File: src/rtl/rate_band_pkg.sv
package rate_band_pkg;
  typedef enum logic [1:0] {
    SPD_SINGLE = 2'd0,
    SPD_DOUBLE = 2'd1,
    SPD_QUAD   = 2'd2
  } speed_e;

  localparam int NUM_BANDS = 3;
endpackage

File: src/rtl/lrck_edge.sv
module lrck_edge #(
  parameter int STAGES = 2
) (
  input  logic clk,
  input  logic rst,
  input  logic lrck_in,
  output logic rise
);
  // chain[0..STAGES-1] synchronise, chain[STAGES] holds the previous level
  logic [STAGES:0] chain;

  always_ff @(posedge clk) begin
    if (rst) chain <= '0;
    else     chain <= {chain[STAGES-1:0], lrck_in};
  end

  assign rise = chain[STAGES-1] & ~chain[STAGES];
endmodule

File: src/rtl/period_meter.sv
module period_meter #(
  parameter int TIMEOUT_CYC = 2048,
  localparam int CW = $clog2(TIMEOUT_CYC + 1)
) (
  input  logic          clk,
  input  logic          rst,
  input  logic          rise,
  output logic          meas_stb,
  output logic [CW-1:0] meas_len,
  output logic          timed_out
);
  localparam logic [CW-1:0] LIMIT = CW'(TIMEOUT_CYC);

  logic [CW-1:0] cnt;
  logic          armed;

  always_ff @(posedge clk) begin
    if (rst) begin
      cnt       <= '0;
      armed     <= 1'b0;
      meas_stb  <= 1'b0;
      meas_len  <= '0;
      timed_out <= 1'b0;
    end else begin
      meas_stb  <= 1'b0;
      timed_out <= 1'b0;
      if (rise) begin
        cnt   <= CW'(1);
        armed <= 1'b1;
        if (armed) begin
          meas_stb <= 1'b1;
          meas_len <= cnt;
        end
      end else if (cnt == LIMIT - CW'(1)) begin
        cnt       <= LIMIT;
        armed     <= 1'b0;
        timed_out <= 1'b1;
      end else if (cnt != LIMIT) begin
        cnt <= cnt + CW'(1);
      end
    end
  end

  p_len_bound_r2: assert property (@(posedge clk) disable iff (rst)
    meas_stb |-> (meas_len != '0 && meas_len < LIMIT));

  p_timeout_disarm_r10: assert property (@(posedge clk) disable iff (rst)
    timed_out |=> !meas_stb);
endmodule

File: src/rtl/band_classify.sv
module band_classify
  import rate_band_pkg::*;
#(
  parameter int REF_HZ = 24_576_000,
  parameter int CW     = 12
) (
  input  logic [CW-1:0] meas_len,
  output logic          in_band,
  output speed_e        band
);
  // band b: lowest and highest rate in Hz; fewer cycles means a faster rate
  localparam int RATE_MIN [NUM_BANDS] = '{30_000, 60_000, 120_000};
  localparam int RATE_MAX [NUM_BANDS] = '{54_000, 108_000, 216_000};

  logic [NUM_BANDS-1:0] hit;

  for (genvar b = 0; b < NUM_BANDS; b++) begin : g_band
    localparam logic [CW-1:0] LO = CW'(REF_HZ / RATE_MAX[b]);
    localparam logic [CW-1:0] HI = CW'(REF_HZ / RATE_MIN[b]);
    assign hit[b] = (meas_len >= LO) && (meas_len <= HI);
  end

  always_comb begin
    in_band = |hit;
    band    = SPD_SINGLE;
    if (hit[1]) band = SPD_DOUBLE;
    if (hit[2]) band = SPD_QUAD;
  end
endmodule

File: src/rtl/mode_filter.sv
module mode_filter
  import rate_band_pkg::*;
#(
  parameter int DEBOUNCE = 4,
  localparam int SW = $clog2(DEBOUNCE + 1)
) (
  input  logic       clk,
  input  logic       rst,
  input  logic       meas_stb,
  input  logic       in_band,
  input  speed_e     band,
  input  logic       timed_out,
  input  logic [1:0] fm_sel,
  output speed_e     speed_mode,
  output logic       mode_valid,
  output logic       out_of_range
);
  localparam logic [SW-1:0] TARGET = SW'(DEBOUNCE);

  logic          manual, manual_q;
  logic [2:0]    cand, new_cls;
  logic [SW-1:0] streak, next_streak;

  assign manual  = (fm_sel != 2'd0);
  // out-of-band periods share one candidate code regardless of length
  assign new_cls = in_band ? {1'b1, band} : 3'b000;

  always_comb begin
    if (streak != '0 && new_cls == cand)
      next_streak = (streak == TARGET) ? streak : streak + SW'(1);
    else
      next_streak = SW'(1);
  end

  always_ff @(posedge clk) begin
    if (rst) begin
      speed_mode   <= SPD_SINGLE;
      mode_valid   <= 1'b0;
      out_of_range <= 1'b0;
      cand         <= 3'b000;
      streak       <= '0;
      manual_q     <= 1'b0;
    end else begin
      manual_q <= manual;
      if (meas_stb) begin
        cand   <= new_cls;
        streak <= next_streak;
      end
      if (timed_out) streak <= '0;

      if (manual) begin
        speed_mode   <= speed_e'(fm_sel - 2'd1);
        mode_valid   <= 1'b1;
        out_of_range <= 1'b0;
      end else if (manual_q) begin
        mode_valid   <= 1'b0;
        out_of_range <= 1'b0;
        streak       <= '0;
      end else if (timed_out) begin
        mode_valid <= 1'b0;
      end else if (meas_stb && next_streak == TARGET) begin
        if (in_band) begin
          speed_mode   <= band;
          mode_valid   <= 1'b1;
          out_of_range <= 1'b0;
        end else begin
          mode_valid   <= 1'b0;
          out_of_range <= 1'b1;
        end
      end
    end
  end

  p_flags_exclusive_r6: assert property (@(posedge clk) disable iff (rst)
    !(mode_valid && out_of_range));

  p_oor_holds_mode_r6: assert property (@(posedge clk) disable iff (rst)
    $rose(out_of_range) |-> $stable(speed_mode));

  p_manual_forces_r8: assert property (@(posedge clk) disable iff (rst)
    (fm_sel != 2'd0) |=> (mode_valid && !out_of_range &&
                          speed_mode == speed_e'($past(fm_sel) - 2'd1)));

  p_change_needs_period_r7: assert property (@(posedge clk) disable iff (rst)
    (speed_mode != $past(speed_mode) && !$past(manual)) |-> $past(meas_stb));

  p_legal_code_r3: assert property (@(posedge clk) disable iff (rst)
    speed_mode != 2'd3);
endmodule

File: src/rtl/rate_band_detect.sv
module rate_band_detect
  import rate_band_pkg::*;
#(
  parameter int REF_HZ      = 24_576_000,
  parameter int TIMEOUT_CYC = 2048,
  parameter int DEBOUNCE    = 4,
  parameter int SYNC_STAGES = 2
) (
  input  logic       clk,
  input  logic       rst,
  input  logic       lrck,
  input  logic [1:0] fm_sel,
  output logic [1:0] speed_mode,
  output logic       mode_valid,
  output logic       out_of_range
);
  localparam int CW = $clog2(TIMEOUT_CYC + 1);

  logic          rise, meas_stb, timed_out, in_band;
  logic [CW-1:0] meas_len;
  speed_e        band, mode_q;

  lrck_edge #(.STAGES(SYNC_STAGES)) u_edge (
    .clk(clk), .rst(rst), .lrck_in(lrck), .rise(rise)
  );

  period_meter #(.TIMEOUT_CYC(TIMEOUT_CYC)) u_meter (
    .clk(clk), .rst(rst), .rise(rise),
    .meas_stb(meas_stb), .meas_len(meas_len), .timed_out(timed_out)
  );

  band_classify #(.REF_HZ(REF_HZ), .CW(CW)) u_class (
    .meas_len(meas_len), .in_band(in_band), .band(band)
  );

  mode_filter #(.DEBOUNCE(DEBOUNCE)) u_filter (
    .clk(clk), .rst(rst), .meas_stb(meas_stb), .in_band(in_band),
    .band(band), .timed_out(timed_out), .fm_sel(fm_sel),
    .speed_mode(mode_q), .mode_valid(mode_valid), .out_of_range(out_of_range)
  );

  assign speed_mode = mode_q;
endmodule

File: config.mk
export PLATFORM = sky130hd
export DESIGN_NAME = rate_band_detect
export DESIGN_NICKNAME = d
export VERILOG_FILES = /design/src/rtl/rate_band_pkg.sv /design/src/rtl/lrck_edge.sv /design/src/rtl/period_meter.sv /design/src/rtl/band_classify.sv /design/src/rtl/mode_filter.sv /design/src/rtl/rate_band_detect.sv
export SDC_FILE = /design/constraint.sdc
export NUM_CORES = 1
export LEC_CHECK = 0
export BUFFER_PORTS_ARGS = -buffer_cell sky130_fd_sc_hd__buf_4
export CORE_ASPECT_RATIO = 1.75
export CORE_MARGIN = 5
export CORE_UTILIZATION = 55
export DETAILED_ROUTE_END_ITERATION = 7
export PLACE_DENSITY = 0.72
export SKIP_CTS_REPAIR_TIMING = 1
export SYNTH_ARGS = -nofsm -noshare
export SYNTH_HDL_FRONTEND = slang
export SYNTH_SLANG_ARGS = --single-unit
File: constraint.sdc
create_clock -name clk -period 4.81 [get_ports clk]
set_input_delay 0.481 -clock clk [delete_from_list [all_inputs] [get_ports clk]]
set_output_delay 0.481 -clock clk [all_outputs]
set_load 0.05 [all_outputs]
# Yosys cells after proc, flatten, opt, wreduce, memory -nomap -nowiden
# Cells that the tools add are included.
# Widths: inputs -> output; s select.
# word_totals
register_bits,41
input_bits,5
output_inout_bits,4
wordCells,82
# classes
add_sub_neg,3
n_lt_le_gt_ge,6
n_eq_ne,7
mux,27
n_bitwise,4
reduce_logical,21
# op_table
operator,count
$mux 12,2
$mux 3,7
$add 12x1->12 const B,1
$eq 12x11->1 const B,1
$ge 12x7->1 const B,1
$ge 12x8->1 const B,1
$ge 12x9->1 const B,1
$le 12x10->1 const B,1
$le 12x8->1 const B,1
$le 12x9->1 const B,1
$mux 1,12
$mux 2,6
$ne 12x12->1 const B,1
$reduce_bool 2->1,5
$reduce_or 3->1,3
$eq 3x3->1 const B,2
$reduce_bool 3->1,2
$logic_and 1x1->1,5
$ne 2x1->1 const B,2
$reduce_and 2->1,2
$reduce_and 4->1,1
$reduce_bool 4->1,1
$reduce_or 2->1,2
$add 3x1->3 const B,1
other kinds (4),6

# Depth between registers and ports, before layout
# depth
word_depth,14
ltp_mapped,9
mapped_depth_nobuf,9

# Modules after synthesis
# From an unflattened synthesis, not the netlist that was laid out.
# hier_totals
hier_cells,236
hier_area_um2,2028.2
# modules_own_cells
mod,instances,cells_each,area_each_um2,seq_area_each_um2
period_meter,1,134,1142.3,540.5
mode_filter,1,70,620.6,220.2
band_classify,1,25,177.7,0.0
lrck_edge,1,7,87.6,60.1

# Worst setup path after synthesis
# Ideal clock, no wire load.
# synth_timing
kind,flip-flop to flip-flop
from,register u_meter.meas_len[8]
to,register u_filter.speed_mode[0]
setup_time_ps,133
arrival_time_ps,1968
required_ps,4677
slack_ps,2709
stages_incl_launch_ff,7
path_buffers,0
synth_period_minus_slack_ps,2101
cell_sequence,dfxtp_1 > or4_4 > or3_1 > a211oi_2 > nand4b_1 > nor3_1 > a2111oi_2
# synth_via
elab_chain_len,12
word_cells_on_any_way,26
cone_classes,order compare (6); eq/ne (2); mux (9); reduce/logical (9)
# synth_lines
item,line,text
"start, declared",period_meter.sv:9,"output logic [CW-1:0] meas_len,"
"start signal, assigned",period_meter.sv:32,meas_len <= cnt;
$ge 12x8->1 or $le 12x9->1 (tied branches),band_classify.sv:20,assign hit[b] = (meas_len >= LO) && (meas_len <= HI);
$logic_and 1x1->1,band_classify.sv:20,
$mux 1,band_classify.sv:26,if (hit[1]) band = SPD_DOUBLE;
$mux 2,band_classify.sv:27,if (hit[2]) band = SPD_QUAD;
$mux 3,mode_filter.sv:26,"assign new_cls = in_band ? {1'b1, band} : 3'b000;"
$eq 3x3->1,mode_filter.sv:29,if (streak != '0 && new_cls == cand)
$logic_and 1x1->1,mode_filter.sv:29,
$mux 3,mode_filter.sv:29,
$eq 3x3->1,mode_filter.sv:61,end else if (meas_stb && next_streak == TARGET) begin
$logic_and 1x1->1,mode_filter.sv:61,
$reduce_bool 2->1 (no line),-,
$reduce_and 4->1 (no line),-,
"end signal, assigned",mode_filter.sv:52,speed_mode <= speed_e'(fm_sel - 2'd1);
"end signal, assigned",mode_filter.sv:63,speed_mode <= band;
"end, declared",mode_filter.sv:14,"output speed_e speed_mode,"
# Parallel ways exist; a longest one is shown, timed or not. The select of a mux whose other input is x is not followed.
# A chain may end at the register's enable or synchronous reset.

# Worst setup path in the final report
# layout_timing
from,register u_meter.meas_len[1]
to,register u_filter.streak[1]
# layout_via
elab_chain_len,12
word_cells_on_any_way,20
cone_classes,order compare (6); eq/ne (1); mux (8); reduce/logical (5)
# layout_lines
item,line,text
$ge 12x8->1 or $le 12x9->1 (tied branches),band_classify.sv:20,
$logic_and 1x1->1,band_classify.sv:20,
$mux 1,band_classify.sv:26,
$mux 2,band_classify.sv:27,
$mux 3 (*),mode_filter.sv:26,
$eq 3x3->1 (*),mode_filter.sv:29,
$logic_and 1x1->1 (*),mode_filter.sv:29,
$mux 3 (*),mode_filter.sv:29,
$mux 3 (*),mode_filter.sv:45,if (meas_stb) begin
$mux 3 (*),mode_filter.sv:49,if (timed_out) streak <= '0;
$mux 3,mode_filter.sv:55,end else if (manual_q) begin
$mux 3 (*),mode_filter.sv:51,if (manual) begin
"end signal, assigned",mode_filter.sv:47,streak <= next_streak;
"end, declared",mode_filter.sv:22,"logic [SW-1:0] streak, next_streak;"
# Every way passes the cells marked *; elsewhere a longest branch is shown, timed or not.

==> impl_summary.log <==
INFO  metric status = finished, final reports clean
INFO  metric hold_path_depth = 2
INFO  metric ff2ff_setup_slack = about 2.4 ns
INFO  metric worst_pin_slew = 0.6938 ns
INFO  metric clkLatencyLatePin = a little under 0.3 ns
INFO  metric power_frac_comb = under 10%
INFO  metric cts_inserted_buffers = 5
INFO  metric clk_transition_reported_paths = ~0.080 ns
INFO  metric power_report.internal_total = ~560 uW
INFO  metric yosys_most_used_dff = sky130_fd_sc_hd__dfxtp_1
INFO  metric slowest_delay = 0.68 ns
INFO  metric hold_class = in -> reg
INFO  metric layout.cells.most_common_list = 41 x sky130_fd_sc_hd__dfxtp_1, 32 x sky130_fd_sc_hd__nand2_1, 31 x sky130_fd_sc_hd__nor2_1
INFO  metric post-layout-total-power = between 700 and 800 uW
INFO  metric flip_flop_and_latch_count_after_synthesis = between 40 and 50
INFO  metric max_slew_margin = between 50% and 60%
INFO  metric detail_route.iter0.violations = 28
INFO  metric design.die.area = around 5000 um^2
INFO  metric detailed_route_via_count = 1681
INFO  metric detail_route.drc_violations = 0
INFO  metric endpoint_kind = register
INFO  metric floorplan.initialDensity = 56.09%
INFO  metric synth-adder-area-share = about 2.5%
INFO  metric nNetsFinal = ~260
INFO  metric placement.cell_area = approximately 2100 um^2
INFO  metric timing.critical_path.from_type = register
INFO  metric avgViaCountPerCell = around 5.7
INFO  metric cts_tree = built
INFO  metric grt.overflow.total = 0
INFO  metric synth-warning-count = 0
INFO  metric antenna-diode-count = 0
INFO  metric power.density = ~320 nW/um^2
INFO  metric power.share.sequential = between 40 and 50%
INFO  metric min_period_over_period = 49.87%
INFO  metric synthesis.instances = 242
INFO  metric grt_max_degree = 29
INFO  metric holdPathEnd = u_filter.speed_mode[0]
INFO  metric finalSetupViolCount = 0
INFO  metric layout_commonest_cell = sky130_fd_sc_hd__dfxtp_1
INFO  metric firstDrtPassIters = 4
INFO  metric final_wtd_congestion = around 0.87
INFO  metric timing.rr.end = u_filter.streak[1]
INFO  metric total_leakage_power = 0.7647 nW
INFO  metric avgSynthCellArea = 8.241 um^2
INFO  metric synthDistinctLibCells = 50
INFO  metric yosys.area_share.xor_xnor = 3.952%
INFO  metric synth_mux_area_share = under 10%
INFO  metric postRouteAntennaNets = 0
INFO  metric first_global_vias = approximately 1700
INFO  metric path_max_fanout = 6
INFO  metric numPortBuffers = 8
INFO  metric cts.htree.levels = 2
INFO  metric ff2ff_path_depth = 7
INFO  metric route.final.wire_length = 4.125 mm
INFO  metric synth_top_family_by_area = simple AND/OR/NAND/NOR gates
INFO  metric core_region_area = approximately 3600 um^2
INFO  metric grt_first_pass_wirelength = slightly above 7 mm
INFO  metric final.setup.tns = 0 ns
INFO  metric number_of_pins_exceeding_their_max_slew_limit_in_the_final_report = 0
INFO  metric power_switching = 146.3 uW
INFO  metric net_count_after_synthesis = roughly 250
INFO  metric clock_sink_count = 41
INFO  metric number_of_enable_flip_flop_cells_after_synthesis = 0
INFO  metric worst_hold_startpoint = fm_sel[0]
INFO  metric fin_area = ~2200 um^2
INFO  metric required = about 5.0 ns
INFO  metric cp_data_arrival_time = 2.59 ns
INFO  metric worstPathCellList = a2111oi_0 -> or2_1 -> a21oi_1 -> o31a_1 -> o21ai_1 -> o22ai_1 -> and2_1
INFO  metric path_class = reg -> reg
INFO  metric timing.fmax = approximately 0.42 GHz
INFO  metric global_route.usage.total = a little under a fifth
INFO  metric seq_area_frac_synth = ~41%
INFO  metric boundaryPins = 9
INFO  metric antenna_found_initial = 0
INFO  metric drive_above_1_share = between 10 and 15%
INFO  metric fp.dieW = around 56 um
INFO  metric final_core_util = 62.32%
INFO  metric cap_viol_max_count = 0
INFO  metric hold-worst-slack = roughly 0.36 ns
INFO  metric power.share.clock = a little under half
INFO  metric netlist_area = about 2000 um^2
INFO  metric max-clock-path-buffers = 2
INFO  metric core.rowCount = 29
INFO  metric synth_compound_gate_area_share = between 10% and 20%
INFO  metric max-vdd-ir-drop = 0.2692 mV
INFO  metric routed_length_per_placed_instance = 13.94 um
INFO  metric die-height = 89.66 um
INFO  metric r2r-start = u_meter.meas_len[1]
INFO  metric areaGrowthSynthToFinish = 11.10%
INFO  metric synth-async-reset-ratio = 0%
INFO  metric timing_hold_violations_final = 0
INFO  metric clockRootBuffer = sky130_fd_sc_hd__clkbuf_8
INFO  metric grt_setup_unrepaired = no
INFO  metric clock_skew = roughly 0.0040 ns
INFO  metric detailed_place_hpwl = ~3 mm
INFO  metric post_synth_and_or_nand_nor_area_fraction = between 20% and 30%
INFO  metric switching_share = 20.59%
INFO  metric period_needed = ~2.4 ns
INFO  metric slowest_stage = sky130_fd_sc_hd__a2111oi_0
==> metal layers <==
layer  global-route usage (%)  share of wire (%)  up-vias
li1                         -                  -      866
met2                    37.50                 55       21
met1                    16.67                 37      776
met4                    13.27                5.1        0
met5                        0                  0        -
met3                    3.577                2.1       18
==> worst max-delay path, delay by kind of cell, from the launching register on <==
family	cells	cell delay, ns
AND/OR/NAND/NOR	2	0.38
AO/OA/AOI/OAI	5	1.55
flip-flops	1	0.36
==> synth_stat cells (all sizes together), types with 2 or more instances <==
library cell  instances  area share, %
a2111oi               2            1.2
a211oi                5            2.1
a21oi                21            5.3
and2                  3           0.94
and4b                 2            1.0
buf                   2           0.38
clkbuf                6            1.1
dfxtp                41             41
ha                    4            2.5
inv                  10            1.9
mux2i                 3            1.5
nand2                32            6.0
nand2b                6            1.9
nand3                 7            1.8
nand4                 2           0.63
nand4b                2           0.88
nor2                 32            6.1
nor2b                 7            2.2
nor3                  5            1.5
nor4                  2           0.63
nor4b                 2            1.2
o2111ai               2           0.88
o211ai                5            1.9
o21ai                 7            1.8
o31a                  2           0.88
or2                   3           0.94
or3                   3           0.94
or4                   2            1.1
xnor2                 5            2.2
xor2                  4            1.8
==> sequential cells by signal, summed over array words and instances, names as in the netlist <==
name                   flops
u_filter.speed_mode        2
u_meter.cnt               12
u_filter.cand              3
u_filter.streak            3
u_edge.chain               3
u_meter.timed_out          1
u_meter.meas_stb           1
u_meter.armed              1
u_filter.mode_valid        1
u_filter.manual_q          1
u_filter.out_of_range      1
u_meter.meas_len          12
==> stage by stage <==
| step | setup slack (ns) | cells |
|---|---|---|
| after floorplan | 2.709 | 242 |
| after global placement | 2.495 | 288 |
| after detailed placement | 2.429 | 288 |
| after CTS | 2.390 | 296 |
| after global routing | 2.183 | 296 |
| final | 2.411 | 296 |
==> layout make-up <==
type | count | area, um^2
timing repair buffer | 8 | 60.06
fill | 352 | 1340
inverter | 10 | 37.54
tap | 46 | 57.56
sequential | 41 | 820.8
clock inverter | 3 | 65.06
multi-input combinational | 183 | 1106
clock buffer | 5 | 68.82
==> power by group through the flow <==
stage	Sequential (mW)	Combinational (mW)	Clock (mW)
CTS	0.350	0.0345	0.335
floorplan	0.362	0.0192	0
global placement	0.358	0.0340	0
finish	0.350	0.0340	0.326
global route	0.351	0.0382	0.348
detailed placement	0.358	0.0344	0
==> worst max-delay path by stage <==
stage / startpoint / cells after the start / end / slack (ns)
after floorplan: u_meter.meas_len[8] / 6 / u_filter.speed_mode[0] / 2.71
after global placement: u_meter.meas_len[1] / 7 / u_filter.streak[1] / 2.49
after detailed placement: u_meter.meas_len[1] / 7 / u_filter.streak[1] / 2.43
after CTS: u_meter.meas_len[1] / 7 / u_filter.streak[1] / 2.39
after global routing: u_meter.meas_len[1] / 7 / u_filter.mode_valid / 2.18
final: u_meter.meas_len[1] / 7 / u_filter.streak[1] / 2.41
==> kinds of logic (layout without fill, tap and decap cells) <==
group,Yosys count,count (layout)
compound gates,53,53
simple gates,113,113
mux,4,4
flops,41,41
buf+inv,18,26
xor+xnor,9,9
fa+ha+maj,4,4
Power figures use the tool's default switching activity.
